<file path="config.mk">
export PLATFORM = sky130hd
export DESIGN_NAME = sec_rtc
export DESIGN_NICKNAME = d
export VERILOG_FILES = /design/src/rtl/rtc_pkg.sv /design/src/rtl/rtc_prescaler.sv /design/src/rtl/rtc_code_view.sv /design/src/rtl/rtc_time_core.sv /design/src/rtl/rtc_alarm.sv /design/src/rtl/rtc_regif.sv /design/src/rtl/sec_rtc.sv
export SDC_FILE = /design/constraint.sdc
export NUM_CORES = 1
export LEC_CHECK = 0
export ABC_AREA = 1
export CORE_AREA = 5 5 122 124
export DETAILED_ROUTE_END_ITERATION = 16
export DIE_AREA = 0 0 127 129
export HOLD_SLACK_MARGIN = 0.06
export PLACE_DENSITY = 0.76
export SLEW_MARGIN = 15
export SYNTH_ARGS = -nofsm -noshare
export SYNTH_HDL_FRONTEND = slang
export SYNTH_SLANG_ARGS = --single-unit
</file>
<file path="constraint.sdc">
create_clock -name clk -period 1.8 [get_ports clk]
set_input_delay 0.36 -clock clk [delete_from_list [all_inputs] [get_ports clk]]
set_output_delay 0.36 -clock clk [all_outputs]
set_load 0.01 [all_outputs]
</file>
<file path="src/rtl/rtc_pkg.sv">
package rtc_pkg;
  localparam int unsigned ADDR_W = 4;

  typedef enum logic [ADDR_W-1:0] {
    RG_CTRL  = 4'h0,
    RG_LOAD  = 4'h1,
    RG_ALARM = 4'h2,
    RG_MASK  = 4'h8,
    RG_CLEAR = 4'h9,
    RG_STAT  = 4'hC,
    RG_TIME  = 4'hD
  } rtc_reg_e;

  localparam int unsigned CB_ALM_EN = 0;
  localparam int unsigned CB_SEL_HI = 8;
  localparam int unsigned CB_RUN    = 12;

  typedef struct packed {
    logic run;
    logic sel_hi;
    logic alm_en;
  } rtc_ctrl_t;
endpackage

</file>
<file path="src/rtl/rtc_prescaler.sv">
module rtc_prescaler #(
  parameter int unsigned DIV = 32768
) (
  input  logic clk,
  input  logic rst_n,
  input  logic run,
  input  logic restart,
  input  logic sel_hi,
  input  logic tick_lo,
  input  logic tick_hi,
  output logic sec_tick
);
  localparam int unsigned CW = (DIV > 1) ? $clog2(DIV) : 1;
  localparam logic [CW-1:0] LAST = CW'(DIV - 1);

  logic [CW-1:0] cnt_q;
  logic          tick_sel;

  assign tick_sel = sel_hi ? tick_hi : tick_lo;
  assign sec_tick = run && tick_sel && !restart && (cnt_q == LAST);

  always_ff @(posedge clk or negedge rst_n) begin
    if (!rst_n) begin
      cnt_q <= '0;
    end else if (restart) begin
      cnt_q <= '0;
    end else if (run && tick_sel) begin
      if (cnt_q == LAST) cnt_q <= '0;
      else               cnt_q <= cnt_q + 1'b1;
    end
  end
endmodule

</file>
<file path="src/rtl/rtc_code_view.sv">
module rtc_code_view #(
  parameter int unsigned W    = 32,
  parameter bit          GRAY = 1'b0
) (
  input  logic [W-1:0] code,
  output logic [W-1:0] bin
);
  generate
    if (GRAY) begin : g_gray
      always_comb begin
        bin[W-1] = code[W-1];
        for (int i = W - 2; i >= 0; i--) bin[i] = bin[i+1] ^ code[i];
      end
    end else begin : g_plain
      assign bin = code;
    end
  endgenerate
endmodule

</file>
<file path="src/rtl/rtc_time_core.sv">
module rtc_time_core #(
  parameter int unsigned W    = 32,
  parameter bit          GRAY = 1'b0
) (
  input  logic         clk,
  input  logic         rst_n,
  input  logic         load,
  input  logic [W-1:0] load_code,
  input  logic         step,
  output logic [W-1:0] code_q,
  output logic [W-1:0] bin_next
);
  logic [W-1:0] bin_now;
  logic [W-1:0] code_next;

  rtc_code_view #(.W(W), .GRAY(GRAY)) u_view (
    .code(code_q),
    .bin (bin_now)
  );

  assign bin_next = bin_now + 1'b1;

  generate
    if (GRAY) begin : g_enc
      assign code_next = bin_next ^ (bin_next >> 1);
    end else begin : g_raw
      assign code_next = bin_next;
    end
  endgenerate

  always_ff @(posedge clk or negedge rst_n) begin
    if (!rst_n)    code_q <= '0;
    else if (load) code_q <= load_code;
    else if (step) code_q <= code_next;
  end
endmodule

</file>
<file path="src/rtl/rtc_alarm.sv">
module rtc_alarm #(
  parameter int unsigned W = 32
) (
  input  logic         clk,
  input  logic         rst_n,
  input  logic         step,
  input  logic [W-1:0] bin_next,
  input  logic [W-1:0] alarm_bin,
  input  logic         clear,
  input  logic         alm_en,
  input  logic         mask,
  output logic         status,
  output logic         irq
);
  logic hit;

  assign hit = step && (alarm_bin != '0) && (bin_next == alarm_bin);
  assign irq = status && alm_en && !mask;

  always_ff @(posedge clk or negedge rst_n) begin
    if (!rst_n)     status <= 1'b0;
    else if (hit)   status <= 1'b1;
    else if (clear) status <= 1'b0;
  end
endmodule

</file>
<file path="src/rtl/rtc_regif.sv">
module rtc_regif
  import rtc_pkg::*;
#(
  parameter int unsigned W = 32
) (
  input  logic              clk,
  input  logic              rst_n,
  input  logic              req_valid,
  output logic              req_ready,
  input  logic              req_write,
  input  logic [ADDR_W-1:0] req_addr,
  input  logic [W-1:0]      req_wdata,
  output logic              rsp_valid,
  input  logic              rsp_ready,
  output logic [W-1:0]      rsp_rdata,
  input  logic [W-1:0]      time_code,
  input  logic              status,
  output rtc_ctrl_t         ctrl,
  output logic [W-1:0]      alarm_code,
  output logic              mask,
  output logic              load_stb,
  output logic              clear_stb
);
  logic         take, wr, rd;
  logic [W-1:0] rd_mux;

  assign req_ready = !rsp_valid || rsp_ready;
  assign take      = req_valid && req_ready;
  assign wr        = take && req_write;
  assign rd        = take && !req_write;
  assign load_stb  = wr && (req_addr == RG_LOAD);
  assign clear_stb = wr && (req_addr == RG_CLEAR) && req_wdata[0];

  always_comb begin
    rd_mux = '0;
    case (req_addr)
      RG_CTRL: begin
        rd_mux[CB_ALM_EN] = ctrl.alm_en;
        rd_mux[CB_SEL_HI] = ctrl.sel_hi;
        rd_mux[CB_RUN]    = ctrl.run;
      end
      RG_ALARM: rd_mux    = alarm_code;
      RG_MASK:  rd_mux[0] = mask;
      RG_STAT:  rd_mux[0] = status;
      RG_TIME:  rd_mux    = time_code;
      default:  rd_mux    = '0;
    endcase
  end

  always_ff @(posedge clk or negedge rst_n) begin
    if (!rst_n) begin
      rsp_valid  <= 1'b0;
      rsp_rdata  <= '0;
      ctrl       <= '0;
      alarm_code <= '0;
      mask       <= 1'b1;
    end else begin
      if (rd) begin
        rsp_valid <= 1'b1;
        rsp_rdata <= rd_mux;
      end else if (rsp_ready) begin
        rsp_valid <= 1'b0;
      end
      if (wr) begin
        case (req_addr)
          RG_CTRL: begin
            ctrl.alm_en <= req_wdata[CB_ALM_EN];
            ctrl.sel_hi <= req_wdata[CB_SEL_HI];
            ctrl.run    <= req_wdata[CB_RUN];
          end
          RG_ALARM: alarm_code <= req_wdata;
          RG_MASK:  mask       <= req_wdata[0];
          default:  ;
        endcase
      end
    end
  end
endmodule

</file>
<file path="src/rtl/sec_rtc.sv">
module sec_rtc
  import rtc_pkg::*;
#(
  parameter int unsigned TIME_W     = 32,
  parameter int unsigned PRESC_DIV  = 32768,
  parameter bit          GRAY_STORE = 1'b0
) (
  input  logic              clk,
  input  logic              rst_n,
  input  logic              tick_lo,
  input  logic              tick_hi,
  input  logic              req_valid,
  output logic              req_ready,
  input  logic              req_write,
  input  logic [ADDR_W-1:0] req_addr,
  input  logic [TIME_W-1:0] req_wdata,
  output logic              rsp_valid,
  input  logic              rsp_ready,
  output logic [TIME_W-1:0] rsp_rdata,
  output logic              irq
);
  rtc_ctrl_t         ctrl_q;
  logic [TIME_W-1:0] alarm_code, alarm_bin, time_code, bin_next;
  logic              mask_q, load_stb, clear_stb, sec_tick, alm_status;

  rtc_regif #(.W(TIME_W)) u_regif (
    .clk, .rst_n, .req_valid, .req_ready, .req_write, .req_addr, .req_wdata,
    .rsp_valid, .rsp_ready, .rsp_rdata,
    .time_code (time_code),
    .status    (alm_status),
    .ctrl      (ctrl_q),
    .alarm_code(alarm_code),
    .mask      (mask_q),
    .load_stb  (load_stb),
    .clear_stb (clear_stb)
  );

  rtc_prescaler #(.DIV(PRESC_DIV)) u_presc (
    .clk, .rst_n,
    .run     (ctrl_q.run),
    .restart (load_stb),
    .sel_hi  (ctrl_q.sel_hi),
    .tick_lo, .tick_hi,
    .sec_tick(sec_tick)
  );

  rtc_time_core #(.W(TIME_W), .GRAY(GRAY_STORE)) u_core (
    .clk, .rst_n,
    .load     (load_stb),
    .load_code(req_wdata),
    .step     (sec_tick),
    .code_q   (time_code),
    .bin_next (bin_next)
  );

  rtc_code_view #(.W(TIME_W), .GRAY(GRAY_STORE)) u_alm_view (
    .code(alarm_code),
    .bin (alarm_bin)
  );

  rtc_alarm #(.W(TIME_W)) u_alarm (
    .clk, .rst_n,
    .step     (sec_tick),
    .bin_next (bin_next),
    .alarm_bin(alarm_bin),
    .clear    (clear_stb),
    .alm_en   (ctrl_q.alm_en),
    .mask     (mask_q),
    .status   (alm_status),
    .irq      (irq)
  );
endmodule

</file>
=== After elaboration in Yosys (flattened, before gate mapping) ===
Index checks and enable logic that the tools add are counted.

* Eq/ne operators: 8
* Reduce and logical (&&, ||, !) cells: 27
* Multiplexer cells: 16
* Add/sub/neg operators: 2

{| class="wikitable"
|+ Operators with widths
! operator !! number
|-
| 2-to-1 mux 32 bit || 2
|-
| 2-to-1 mux 15 bit || 3
|-
| one-hot mux 19 bit (2 select lines) || 1
|-
| adder 32 x 1 -> 32 bit (second input constant) || 1
|-
| equality test 32 bit || 1
|-
| nonzero test 32 bit || 1
|-
| equality test 4 bit (second input constant) || 4
|-
| adder 15 x 1 -> 15 bit (second input constant) || 1
|-
| equality test 15 bit (second input constant) || 1
|-
| one-hot mux 7 bit (2 select lines) || 1
|-
| logical AND 1 bit || 13
|-
| nonzero test 2 bit || 4
|-
| one-hot mux 1 bit (3 select lines) || 2
|-
| one-hot mux 3 bit (2 select lines) || 1
|-
| AND reduction 2 bit || 3
|-
| 2-to-1 mux 1 bit || 5
|-
| one-hot mux 1 bit (5 select lines) || 1
|-
| equality test 4 x 1 -> 1 bit (second input constant) || 1
|-
| equality test 4 x 2 -> 1 bit (second input constant) || 1
|-
| logical NOT 1 bit || 4
|-
| logical NOT 4 bit || 1
|-
| logical OR 1 bit || 1
|}

* Word-level logic and storage cells: 63
* Input bits: 43
* Register bits after elaboration: 117
* Output and inout port bits: 35

=== Depth between registers and ports, before layout ===
* Word-level depth: 11
* Gate-level depth with buffers: 15
* Depth with buffers taken out: 15

=== Hierarchy ===
A second synthesis with hierarchy kept.

* Cell total of the unflattened synthesis: 1125
* Area total of the unflattened synthesis: 7810.0 µm²

{| class="wikitable"
|+ Modules (own cells, without submodules)
! module !! area each (µm²) !! cells an instance !! seq. area each (µm²) !! times used
|-
| rtc_regif || 3174.3 || 396 || 1727.9 || 1
|-
| rtc_time_core || 2381.0 || 336 || 800.8 || 1
|-
| rtc_prescaler || 945.9 || 125 || 375.4 || 1
|-
| rtc_alarm || 828.3 || 204 || 25.0 || 1
|-
| rtc_code_view || 240.2 || 32 || 0.0 || 2
|}

=== Worst setup path before layout ===
Ideal clock, no wire load.

* Path kind: register -> register
* Start: reg u_regif.rsp_valid
* End: reg u_core.code_q[24]
* Cell stages (with the launch flop): 8
* Setup slack: 0.015 ns
* Path buffers: 1
* Period minus slack after synthesis: 1.785 ns
* Library setup time: 0.138 ns
* Data required time: 1.662 ns
* Data arrival time: 1.647 ns
* Path through: dfrtp_1 nand2_1 nand3_1 nor2_1 nor2_2 nor2_4 buf_4 o221ai_1

* Word-level cells in the longest chain between the ends: 9
* Elaborated cells between the ends (all ways): 10
* Those cells by class: mux: 1; reduce/logical: 9

{| class="wikitable"
|+ RTL lines
! item !! RTL line !! source
|-
| start: declaration || rtc_regif.sv:13 || <nowiki>output logic rsp_valid,</nowiki>
|-
| start signal: assignment || rtc_regif.sv:52 || <nowiki>rsp_valid <= 1'b0;</nowiki>
|-
| start signal: assignment || rtc_regif.sv:59 || <nowiki>rsp_valid <= 1'b1;</nowiki>
|-
| start signal: assignment || rtc_regif.sv:62 || <nowiki>rsp_valid <= 1'b0;</nowiki>
|-
| logical NOT 1 bit (*) || rtc_regif.sv:27 || <nowiki>assign req_ready = !rsp_valid || rsp_ready;</nowiki>
|-
| logical OR 1 bit (*) || rtc_regif.sv:27 ||
|-
| via req_ready || sec_rtc.sv:13 || <nowiki>output logic req_ready,</nowiki>
|-
| logical AND 1 bit (*) || rtc_regif.sv:28 || <nowiki>assign take = req_valid && req_ready;</nowiki>
|-
| logical AND 1 bit (*) || rtc_regif.sv:29 || <nowiki>assign wr = take && req_write;</nowiki>
|-
| logical AND 1 bit (*) || rtc_regif.sv:31 || <nowiki>assign load_stb = wr && (req_addr == RG_LOAD);</nowiki>
|-
| logical NOT 1 bit || rtc_prescaler.sv:20 || <nowiki>assign sec_tick = run && tick_sel && !restart && (cnt_q == LAST);</nowiki>
|-
| logical AND 1 bit (2 in series) || rtc_prescaler.sv:20 ||
|-
| nonzero test 2 bit (no line) || -- ||
|-
| end signal: assignment || rtc_time_core.sv:33 || <nowiki>else if (load) code_q <= load_code;</nowiki>
|-
| end signal: assignment || rtc_time_core.sv:34 || <nowiki>else if (step) code_q <= code_next;</nowiki>
|-
| end: declaration || rtc_time_core.sv:10 || <nowiki>output logic [W-1:0] code_q,</nowiki>
|}

Mark *: on every way through the listed nets, which the timed path passes. The rest lies on a longest branch.
A chain may end at the register's enable or synchronous reset.

=== Worst setup path in the final report ===
* Start: reg u_core.code_q[1]
* End: reg u_alarm.status

* Word-level cells in the longest chain between the ends: 4
* Elaborated cells between the ends (all ways): 5
* Those cells by class: add/sub: 1; eq/ne: 1; mux: 1; reduce/logical: 2

{| class="wikitable"
|+ RTL lines
! item !! RTL line !! source
|-
| adder 32 x 1 -> 32 bit (*) || rtc_time_core.sv:21 || <nowiki>assign bin_next = bin_now + 1'b1;</nowiki>
|-
| equality test 32 bit (*) || rtc_alarm.sv:17 || <nowiki>assign hit = step && (alarm_bin != '0) && (bin_next == alarm_bin);</nowiki>
|-
| logical AND 1 bit (*) || rtc_alarm.sv:17 ||
|-
| 2-to-1 mux 1 bit / nonzero test 2 bit (equally long branches) || -- ||
|-
| end signal: assignment || rtc_alarm.sv:21 || <nowiki>if (!rst_n) status <= 1'b0;</nowiki>
|-
| end signal: assignment || rtc_alarm.sv:22 || <nowiki>else if (hit) status <= 1'b1;</nowiki>
|-
| end signal: assignment || rtc_alarm.sv:23 || <nowiki>else if (clear) status <= 1'b0;</nowiki>
|-
| end: declaration || rtc_alarm.sv:12 || <nowiki>output logic status,</nowiki>
|}

Every way passes the cells marked *; elsewhere a longest branch is shown, timed or not.

==> metrics.yaml <==
crit_type: "flop to flop"
path_cells: "ha_2 -> nand2_2 -> nor2_4 -> nand2_2 -> buf_6 -> nor2_4 -> nand2_1 -> nand2_1 -> nand3_2 -> nand2_1 -> inv_1 -> nand3_1 -> nor2_1 -> nand3_1 -> nand2_1"
utilization_pct: 72.30
port_buffers: 77
synth_area_leaders: "dfrtp_1, nand2_1, nand3_1"
finalSetupViolations: 33
cts-buffers-inserted: 17
ys.flop_type: "dfrtp_1"
power.total_mw: 8.807
dp_hpwl_microns: 16960
die_x_microns: 127
drt_iter0_markers: 980
maxSlewViolCount: 0
area_growth_syn_to_layout_pct: 41.83
cpMaxStageDelayCell: "dfrtp_1"
vias: 7819
cp-startpoint: "u_core.code_q[1]"
timing.fmax_mhz: 500.6
clock-sinks: 117
synth.most_common_cell: "nand2_1"
htree_levels: 4
grt_usage_pct: 29.48
synth.avg_cell_area_sq_um: 6.939
ys_async_sr_fraction_pct: 100.0
finalHoldViolations: 0
drive_gt1_share_pct: 20.26
synth_cell_types: 41
tritoncts: "done"
routedWlPerCell_microns: 17.15
yosysSeqAreaShare_pct: 42.04
via_per_inst: 5.569
crit_path_max_fanout: 7
grt_pass1_vias: 7468
rsz0062_at_grt: "true"
synth_top_area_share_pct: 41.67
power.density_nw_per_um2: 891.4
floorplan.initialDensity_pct: 50.98
synth_edf_count: 0
cpMostUsedCell: "nand2_1"
endpoint: "u_alarm.status"
ir_drop_mv: 0.7035
finClkSkew_ns: 0.009301
maxSlewHeadroom_pct: 66.42
reg2reg_depth: 15
r2r_slack_ns: -0.20
grt_pass1_wl_microns: 37880
synthCells: 1004
min_period_ns: 1.997
fp.dieArea_sq_um: 16380
violations: "negative setup slack"
gr-total-overflow: 0
pin_count: 78
r2r_start: "u_core.code_q[1]"
drt_pass1_iterations: 6
synth_common_cells: "nand2_1, dfrtp_1, inv_1, nor2_1, nand3_1"
timing.rr.end: "u_alarm.status"
insertion_delay_ns: 0.43
num_antenna_cells: 0
end_kind: "flop"
crit_path_max_incr_delay_ns: 0.36
timing.critical_path.arrival_ns: 2.30
fin_crit_sh_pct: 111.0
yosysTopAreaCell: "dfrtp_1"
hold_path.class: "primary input to async pin"
status: "complete, but fails checks"
clk_path_buf_depth: 2
place_congestion: 1.058
start_kind: "flop"
ys_warn_count: 0
netlist_area_sq_um: 6967
nets: 1256
synth_fp_nets: 1049
wl_microns: 24080
die_h_microns: 129
grt_max_degree: 58
tightest_slew_ns: 0.4984
clkTransAtPathRegs_ns: 0.06
coreArea_sq_um: 13670
crit_required_ns: 2.10
antenna_left: 0
ys_ff_latch: 117
finalSetupTns_ns: -3.354
final_cell_area_sq_um: 9881
antenna_found_initial: 0
num_rows: 43
route.detailed.drc: 0
maxCapViolations: 0
fin_ws_ns: -0.1974
cts_root_buffer: "clkbuf_16"
dpl-instance-area_sq_um: 8949
cellLeakagePower_nw: 4.525
[worst min-delay path by stage]
| stage | to | startpoint | slack (ns) |
|---|---|---|---|
| final | u_presc.cnt_q[9] | rst_n | 0.30 |
| after global placement | u_presc.cnt_q[9] | rst_n | 0.20 |
| after detailed placement | u_presc.cnt_q[9] | rst_n | 0.20 |
| after global routing | u_presc.cnt_q[10] | rst_n | 0.32 |
| after CTS | u_presc.cnt_q[9] | rst_n | 0.29 |
| after floorplan | u_alarm.status | rst_n | 0.06 |
[routing by layer]
metal | up-vias | global-route usage, % | part of all wire (%)
li1 | 3682 | - | -
met1 | 3673 | 40.82 | 42
met2 | 381 | 46.92 | 46
met3 | 83 | 6.227 | 8.3
met4 | 0 | 8.833 | 3.4
met5 | - | 0 | 0
[where the power goes]
group / internal (mW) / total, mW / switching [mW]
registers: 3.01 / 3.38 / 0.367
clock network: 2.05 / 3.40 / 1.35
logic: 0.902 / 2.03 / 1.13
total: 5.96 / 8.81 / 2.84
[cell families (layout without fill, tap and decap cells)]
family,after synthesis,count (layout),share of synthesized area [%]
fa+ha+maj,2,2,0.3591
flops,117,117,42.04
compound gates,133,133,12.07
buf+inv,132,352,7.345
simple gates,609,609,36.76
xor+xnor,10,10,1.257
mux,1,1,0.1616
[what timing repair did]
action / 4_1_cts / 5_1_grt
gates resized for setup: 16 / 43
hold buffers: 1 / 0
endpoints found under the hold margin: 117 / 0
buffers inserted: 5 / 5
setup endpoints to repair: 5 / 45
gates cloned: 0 / 2
pin swaps: 12 / 13
[metrics by stage]
stage	setup slack (ns)	hold slack, ns	cells
after floorplan	0.01525	0.06441	1004
after global placement	-0.3459	0.1976	1360
after detailed placement	-0.3960	0.2002	1360
after CTS	-0.1802	0.2919	1398
after global routing	-0.3438	0.3228	1404
final	-0.1974	0.2986	1404
[cell type report]
class	instances	area [sq um]
clock buffers	18	429.2
clock inverters	14	151.4
fillers	1092	3785
inverters	105	394.1
multi-input cells	755	3752
flip-flops and latches	117	2932
well taps	180	225.2
repair buffers	215	1997
[worst max-delay path, delay by kind of cell, from the launching register on]
family	cells	cell delay, ns
fa+ha+maj	1	0.19
simple gates	12	1.15
flops	1	0.36
buf+inv	2	0.16
[state kept, by name, indices dropped and copies added (netlist names)]
signal              cells
u_regif.rsp_rdata      32
u_regif.mask            1
u_regif.rsp_valid       1
u_presc.cnt_q          15
u_regif.alarm_code     32
u_regif.ctrl            3
u_alarm.status          1
u_core.code_q          32
[cell usage in the layout, fill, tap and decap left out, drive strengths merged, types with 2 or more instances in the layout]
master,synthesis,final
clkinvlp,0,2
clkdlybuf4s50,0,74
nor2,114,114
nand3,87,87
a31oi,2,2
dlygate4sd2,0,2
xor2,9,9
a21oi,5,5
o21ai,51,51
buf,9,136
nor3,6,6
bufinv,0,2
clkbuf,18,20
inv,104,108
o211ai,16,16
clkinv,1,7
o31ai,2,2
nand4,5,5
nand3b,2,2
o22ai,36,36
ha,2,2
dfrtp,116,116
o221ai,16,16
nand2,393,393
(Power assumes the default switching activity.)
